$ cat config.mk
export PLATFORM = sky130hd
export DESIGN_NAME = cfg_bit_streamer
export DESIGN_NICKNAME = d
export VERILOG_FILES = /design/src/rtl/cfg_bit_streamer.sv
export SDC_FILE = /design/constraint.sdc
export NUM_CORES = 1
export LEC_CHECK = 0
export BUFFER_PORTS_ARGS = -buffer_cell sky130_fd_sc_hd__buf_2
export CORE_MARGIN = 10
export CORE_UTILIZATION = 35
export DETAILED_ROUTE_END_ITERATION = 10
export GPL_ROUTABILITY_DRIVEN = 0
export PLACE_DENSITY = 0.49
export SETUP_SLACK_MARGIN = 0.1
export SLEW_MARGIN = 20
export SYNTH_ARGS = -nofsm -noshare
export SYNTH_HDL_FRONTEND = slang
export SYNTH_SLANG_ARGS = --single-unit
$ cat constraint.sdc
create_clock -name clk -period 2.7 [get_ports clk]
set_input_delay 0.54 -clock clk [delete_from_list [all_inputs] [get_ports clk]]
set_output_delay 0.54 -clock clk [all_outputs]
set_load 0.02 [all_outputs]
$ cat src/rtl/cfg_bit_streamer.sv
module cfg_bit_streamer #(
  parameter int IMG_BITS = 64,
  parameter int WORD_W = 8,
  parameter int HALF_DIV = 3,
  parameter bit DONE_HIGH = 1'b0,
  localparam int NWORDS = IMG_BITS / WORD_W,
  localparam int WA = (NWORDS > 1) ? $clog2(NWORDS) : 1
) (
  input  logic              clk,
  input  logic              rst_n,
  input  logic              wr_en,
  input  logic [WA-1:0]     wr_addr,
  input  logic [WORD_W-1:0] wr_data,
  input  logic              master,
  input  logic              oe,
  input  logic              cs_n,
  input  logic              dclk_in,
  output logic              dclk_out,
  output logic              dclk_oe,
  output logic              data_out,
  output logic              data_oe,
  output logic              done
);
  localparam int CW = $clog2(IMG_BITS + 1);
  localparam int BW = (IMG_BITS > 1) ? $clog2(IMG_BITS) : 1;
  localparam int DW = (HALF_DIV > 1) ? $clog2(HALF_DIV) : 1;

  logic [IMG_BITS-1:0] img;
  logic [CW-1:0] cnt;
  logic [DW-1:0] dv;
  logic dclk_q, s1, s2, prev;

  wire src  = master ? dclk_q : s2;
  wire rise = src & ~prev;
  assign done = (cnt == CW'(IMG_BITS));
  wire run  = oe & ~cs_n & ~done;

  always_ff @(posedge clk) begin
    if (wr_en)
      for (int w = 0; w < NWORDS; w++)
        if (wr_addr == WA'(w)) img[w*WORD_W +: WORD_W] <= wr_data;
  end

  always_ff @(posedge clk or negedge rst_n) begin
    if (!rst_n)          cnt <= '0;
    else if (!oe)        cnt <= '0;
    else if (run && rise) cnt <= cnt + 1'b1;
  end

  always_ff @(posedge clk or negedge rst_n) begin
    if (!rst_n) begin
      dv <= '0;
      dclk_q <= 1'b0;
    end else if (!(run && master)) begin
      dv <= '0;
      dclk_q <= 1'b0;
    end else if (dv == DW'(HALF_DIV - 1)) begin
      dv <= '0;
      dclk_q <= ~dclk_q;
    end else begin
      dv <= dv + 1'b1;
    end
  end

  always_ff @(posedge clk or negedge rst_n) begin
    if (!rst_n) begin
      s1 <= 1'b0;
      s2 <= 1'b0;
      prev <= 1'b0;
    end else begin
      s1 <= dclk_in;
      s2 <= s1;
      prev <= src;
    end
  end

  assign dclk_oe  = master;
  assign dclk_out = master & dclk_q;
  assign data_oe  = oe & ~cs_n & (~done | DONE_HIGH);
  assign data_out = done ? 1'b1 : img[cnt[BW-1:0]];

  p_cnt_step_r3: assert property (@(posedge clk) disable iff (!rst_n)
    ($past(oe) && $past(rst_n)) |-> (cnt == $past(cnt) || cnt == CW'($past(cnt) + 1'b1)));

  p_oe_clear_r4: assert property (@(posedge clk) disable iff (!rst_n)
    !oe |=> (cnt == '0 && !done));

  p_csn_hold_r5: assert property (@(posedge clk) disable iff (!rst_n)
    (cs_n && oe) |=> $stable(cnt));

  p_done_hold_r8: assert property (@(posedge clk) disable iff (!rst_n)
    (done && oe) |=> done);

  p_dclk_idle_r8: assert property (@(posedge clk) disable iff (!rst_n)
    (master && (done || !oe)) |=> !dclk_out);
endmodule

==> run_results.csv, run 1 <==
group,metric,value,unit
clocking,clock_path_buffers,2,
floorplan,ios,23,
timing,fmaxAchievable,377.1,MHz
place,hpwl,4.339,mm
global_routing,grtUsageTotal,10.55,%
logic_synthesis,syn-cell-area,0.003206,mm²
global_routing,overflow,0,
routing,num_vias,1694,
logic_synthesis,synth_edf_count,64,
final_layout,drive_above_1_share,32.43,%
worst_setup_path,cp.depth,9,
clocking,cts_buffers,9,
place,port_buffers,22,
pwr,ir_worst_vdd,0.0003772,V
final_layout,antenna_cells,0,
clocking,cts_tree,"yes",
pwr,combinationalPowerShare,4.0,%
timing,slew_headroom,51.06,%
run_status,status,"finished, final reports clean",
logic_synthesis,postSynthNetCount,202,
worst_setup_path,end_kind,"output pin",
clocking,clock-sinks,77,
final_layout,fin_nets,237,
global_routing,grt_pass1_wl,10.44,mm
worst_setup_path,critPathKind,"reg -> out",
worst_setup_path,critPathTopFamily,"buffers and inverters",
logic_synthesis,synth_flop_cell,"edfxtp_1",
routing,wl_per_cell,19.71,µm
routing,drt_first_pass_iters,4,
timing,fin_ws,0.04827,ns
flow_run,max_cap_violations,0,
floorplan,die_x,115.7,µm
clocking,insertion_delay,0.34,ns
clocking,ctsRootBufferMaster,"clkbuf_8",
worst_setup_path,critPathSlowestCell,"dfrtp_1",
worst_setup_path,crit_end,"data_out",
timing,hold_viol_final,0,
place,dp_slack,0.1549,ns
routing,first_iter_violations,77,
worst_setup_path,cpPeakStageDelay,0.41,ns
pwr,powerDensity,622.8,mW/mm²
global_routing,antenna_found_initial,0,
logic_synthesis,yosysSeqAreaShare,70.10,%
pwr,power.switching,521.7,µW
final_layout,area_delta_synth_final,16.28,%
floorplan,rows,34,
logic_synthesis,synthDistinctLibCells,37,
worst_setup_path,required,2.16,ns
pwr,swShare,22.47,%
place,dpl_cell_area,0.003425,mm²
logic_synthesis,syn_inst,182,
worst_setup_path,start_kind,"flop",
clocking,holdBufCountCts,0,
floorplan,core_area,0.008806,mm²
floorplan,initial_core_util,36.40,%
worst_setup_path,r2r_start,"cnt[1]",
logic_synthesis,async_flop_share,16.88,%
timing,min_period,2.652,ns
pwr,p_total,2.321,mW
global_routing,grt_max_degree,16,
timing,setup_violations,0,
timing,tightest_slew,0.7315,ns
final_layout,fin_area,0.003727,mm²
worst_setup_path,arrival,2.11,ns
routing,ant_nets,0,
worst_setup_path,worstPathMaxFanout,10,
timing,rsz0062_at_grt,"true",
worst_setup_path,crit_start,"cnt[1]",
pwr,p_int,1.800,mW
routing,vias_per_cell,5.133,
pwr,p_seq_share,57.5,%
routing,route.detailed.drc,0,
worst_setup_path,crit_chain,"buf_4, bufbuf_16, inv_2, ha_2, nand4bb_1, nor2_2, nor3_2, o21ai_2, buf_6",
floorplan,die-area,0.01339,mm²
worst_setup_path,critical_path_buf_inv_count,4,
logic_synthesis,synth-seq-cells,77,
logic_synthesis,ys_warn_count,0,
floorplan,die_y,115.7,µm
timing,slew_violations,0,
pwr,p_clk_share,38.5,%
routing,totalWireLength,6.505,mm
clocking,htreeDepth,3,
timing,fin_skew,0.005307,ns
clocking,clkTransAtPathRegs,0.08,ns
timing,holdWs,0.06469,ns
worst_setup_path,r2r_setup_slack,0.54,ns
global_routing,grt_pass1_vias,1864,
min_path,hp-class,"in -> async",
pwr,p_leak,1.284,nW
worst_setup_path,r2r-end,"cnt[4]",
worst_setup_path,reg2regPathDepth,10,
final_layout,fillers,788,
timing,finalCritPeriodShare,98.21,%
logic_synthesis,syn_area_per_cell,17.61,µm²
## layer usage
layer | vias to the layer above | part of all wire (%) | track usage, % | wire (µm)
met5 | - | 0 | 0 | 0
met4 | 0 | 1.8 | 4.504 | 114
met3 | 7 | 4.6 | 3.618 | 298
met2 | 45 | 49 | 16.70 | 3194
met1 | 858 | 45 | 12.91 | 2897
li1 | 784 | - | - | -
## sequential cells by signal (all words and copies together) (netlist names)
name	flops
dclk_q	1
cnt	7
prev	1
dv	2
s1	1
img	64
s2	1
## placed cells by master (no fill, tap or decap), types with 2 or more instances in the layout
master,n
buf_6,2
o21ai_0,2
mux4_2,12
nand2b_1,4
mux2i_1,7
buf_4,10
nor2_1,9
nand2_1,5
clkbuf_8,9
nor3b_1,3
inv_6,3
inv_2,2
and2_1,6
edfxtp_1,64
mux2_2,2
nor3_1,4
mux4_1,2
xnor2_1,6
nor2b_1,4
buf_2,19
nand4_1,3
dfrtp_1,11
and3_1,3
nand3_1,4
## synthesized netlist by cell type (all sizes together) (4+ instances only)
master / number / area [µm²]
buf: 7 / 68.81
dfrtp: 13 / 325.3
nor3: 5 / 25.02
nor2b: 4 / 25.02
and2: 6 / 37.54
nor2: 10 / 37.54
nand3: 4 / 20.02
mux2i: 8 / 80.08
nand2: 5 / 18.77
edfxtp: 64 / 1922
nand2b: 4 / 25.02
mux4: 14 / 330.3
xnor2: 6 / 52.55
## worst min-delay path by stage
| stage | to | depth (start not counted) | startpoint | slack, ns |
|---|---|---|---|---|
| 6_report | s2 | 1 | rst_n | 0.06 |
| 4_1_cts | dclk_q | 1 | rst_n | 0.06 |
| 3_3_place_gp | s2 | 0 | s1 | 0.34 |
| 3_5_place_dp | s2 | 0 | s1 | 0.36 |
| 2_1_floorplan | cnt[0] | 0 | rst_n | 0.24 |
| 5_1_grt | s2 | 1 | rst_n | 0.07 |
## cell families (layout without fill, tap and decap cells)
kind of cell / count (synthesis) / after routing / synth area share (%)
flip-flops: 77 / 77 / 70.10
AND/OR/NAND/NOR: 50 / 50 / 8.548
multiplexers: 24 / 24 / 13.51
buffers and inverters: 12 / 52 / 2.732
AO/OA/AOI/OAI: 11 / 11 / 2.693
XOR/XNOR: 6 / 6 / 1.639
adder cells (fa/ha/maj): 2 / 2 / 0.7805
## stage by stage
stage | util (%) | setup TNS (ns) | std cells
after floorplan | - | 0 | 182
final | 42.33 | 0 | 330
after global placement | 38.89 | 0 | 308
after global routing | 42.33 | -0.06663 | 330
after CTS | 41.82 | -0.04868 | 328
after detailed placement | 38.89 | 0 | 308
## area by class of cell
cell class                      count  area (µm²)  share of cell area, %
Sequential cell                    77        2252                  60.42
Clock buffer                        9       123.9                  3.323
Multi-Input combinational cell     93       880.8                  23.63
Timing Repair Buffer               33       245.2                  6.579
Tap cell                          108       135.1                  3.625
Inverter                            3       11.26                 0.3021
Clock inverter                      7       78.83                  2.115
## timing repair
item                       CTS  global route
setup buffers                3             2
gates resized for setup      6            10
cloned                       1             0
pin swaps                    1             3
hold endpoints to repair     0             0
setup endpoints to repair    3             2
## power by group through the flow
stage          combinational [mW]  clock [mW]  sequential [mW]
6_report                   0.0929       0.893             1.34
5_1_grt                     0.103       0.968             1.34
4_1_cts                    0.0935       0.917             1.34
3_5_place_dp               0.0921           0             1.36
3_3_place_gp               0.0897           0             1.36
2_1_floorplan              0.0453           0             1.36
(Power assumes the default switching activity.)
==> inputs of run 2 (changes only) <==
--- a/config.mk
+++ b/config.mk
@@ -10,6 +10,7 @@
 export CORE_UTILIZATION = 35
 export DETAILED_ROUTE_END_ITERATION = 10
 export GPL_ROUTABILITY_DRIVEN = 0
+export MAX_ROUTING_LAYER = met4
 export PLACE_DENSITY = 0.49
 export SETUP_SLACK_MARGIN = 0.1
 export SLEW_MARGIN = 20
==> run_results.csv, run 2 (same netlist as run 1, synthesis figures left out) <==
group,metric,value,unit
final_layout,mostFrequentLayoutCells,"edfxtp_1 (64), buf_2 (19), mux4_2 (12)",
flow_run,max_cap_violations,0,
floorplan,initial_core_util,36.40,%
worst_setup_path,critPathTopFamily,"buffers and inverters",
floorplan,core_area,0.008806,mm²
place,port_buffers,22,
worst_setup_path,r2r_setup_slack,0.54,ns
floorplan,die_y,115.7,µm
final_layout,largest_reg_flops,64,
final_layout,fin_area,0.003727,mm²
global_routing,overflow,0,
final_layout,antenna_cells,0,
routing,route.detailed.drc,0,
pwr,powerDensity,622.6,mW/mm²
timing,finalCritPeriodShare,98.26,%
timing,hold_viol_final,0,
clocking,htreeDepth,3,
worst_setup_path,required,2.16,ns
final_layout,final_common_cell,"edfxtp_1",
global_routing,grt_pass1_vias,1854,
worst_setup_path,end_kind,"output pin",
worst_setup_path,arrival,2.11,ns
floorplan,die_x,115.7,µm
final_layout,final_util,42.33,%
worst_setup_path,critical_path_buf_inv_count,4,
clocking,clkTransAtPathRegs,0.08,ns
routing,drt_first_pass_iters,4,
floorplan,rows,34,
place,hpwl,4.339,mm
worst_setup_path,crit_start,"cnt[1]",
timing,fmaxAchievable,376.9,MHz
routing,first_iter_violations,87,
place,dp.cells,308,
final_layout,layout.cells.non_filler,330,
timing,tightest_slew,0.7166,ns
timing,rsz0062_at_grt,"true",
routing,vias_per_cell,5.139,
clocking,insertion_delay,0.34,ns
worst_setup_path,cp.depth,9,
final_layout,top_regs,"img (64), cnt (7), dv (2)",
worst_setup_path,worstPathMaxFanout,10,
timing,holdWs,0.06565,ns
timing,setup_violations,0,
worst_setup_path,cpPeakStageDelay,0.41,ns
worst_setup_path,r2r-end,"cnt[4]",
global_routing,grt_max_degree,16,
worst_setup_path,crit_chain,"buf_4, bufbuf_16, inv_2, ha_2, nand4bb_1, nor2_2, nor3_2, o21ai_2, buf_6",
routing,num_vias,1696,
floorplan,ios,23,
final_layout,drive_above_1_share,32.43,%
clocking,ctsRootBufferMaster,"clkbuf_8",
final_layout,fin_nets,237,
clocking,holdBufCountCts,0,
global_routing,grt_pass1_wl,10.44,mm
place,dpl_cell_area,0.003425,mm²
global_routing,grtUsageTotal,10.87,%
pwr,ir_worst_vdd,0.0003772,V
clocking,cts_tree,"yes",
place,dp_slack,0.1549,ns
timing,tns,0,ns
clocking,cts_buffers,9,
clocking,clock_path_buffers,2,
timing,fin_ws,0.04687,ns
timing,fin_skew,0.005293,ns
routing,totalWireLength,6.500,mm
final_layout,top_register,"img",
timing,slew_violations,0,
run_status,status,"finished, final reports clean",
routing,ant_nets,0,
worst_setup_path,critPathSlowestCell,"dfrtp_1",
timing,slew_headroom,52.05,%
min_path,hp-class,"in -> async",
pwr,p_leak,1.284,nW
routing,wl_per_cell,19.70,µm
final_layout,area_delta_synth_final,16.28,%
worst_setup_path,reg2regPathDepth,10,
worst_setup_path,start_kind,"flop",
worst_setup_path,crit_end,"data_out",
worst_setup_path,critPathKind,"reg -> out",
worst_setup_path,r2r_start,"cnt[1]",
pwr,p_total,2.321,mW
final_layout,fillers,788,
floorplan,die-area,0.01339,mm²
timing,min_period,2.653,ns
global_routing,antenna_found_initial,0,
clocking,clock-sinks,77,
-- run 2: cell counts in the layout (fill, tap and decap cells not counted) --
Identical to the previous run, type by type.
-- run 2: how the worst min path moves through the flow --
stage                  end  slack, ns  cells past startpoint
floorplan           cnt[0]       0.24                      0
global placement        s2       0.34                      0
detailed placement      s2       0.36                      0
CTS                 dclk_q       0.06                      1
global route            s2       0.07                      1
finish                  s2       0.07                      1
-- run 2: repair_timing --
item,4_1_cts,5_1_grt
buffers inserted,3,2
setup endpoints to repair,3,2
pin swaps,1,3
gates cloned,1,0
gates resized for setup,6,10
-- run 2: area by class of cell --
type	count	area, µm²	share of cell area, %
clock buffers	9	123.9	3.323
clock inverters	7	78.83	2.115
inverters	3	11.26	0.3021
multi-input cells	93	880.8	23.63
flip-flops and latches	77	2252	60.42
well taps	108	135.1	3.625
repair buffers	33	245.2	6.579
-- run 2: report_power, final --
group          internal [mW]  switching [mW]
sequential              1.32          0.0115
combinational         0.0359          0.0569
clock                  0.440           0.453
-- run 2: layer usage --
metal / global-route usage, % / vias up / wire (µm)
met4: 4.003 / 0 / 119
met1: 12.98 / 852 / 2842
met5: - / - / 0
met3: 3.824 / 8 / 359
met2: 16.70 / 55 / 3178
li1: - / 781 / -
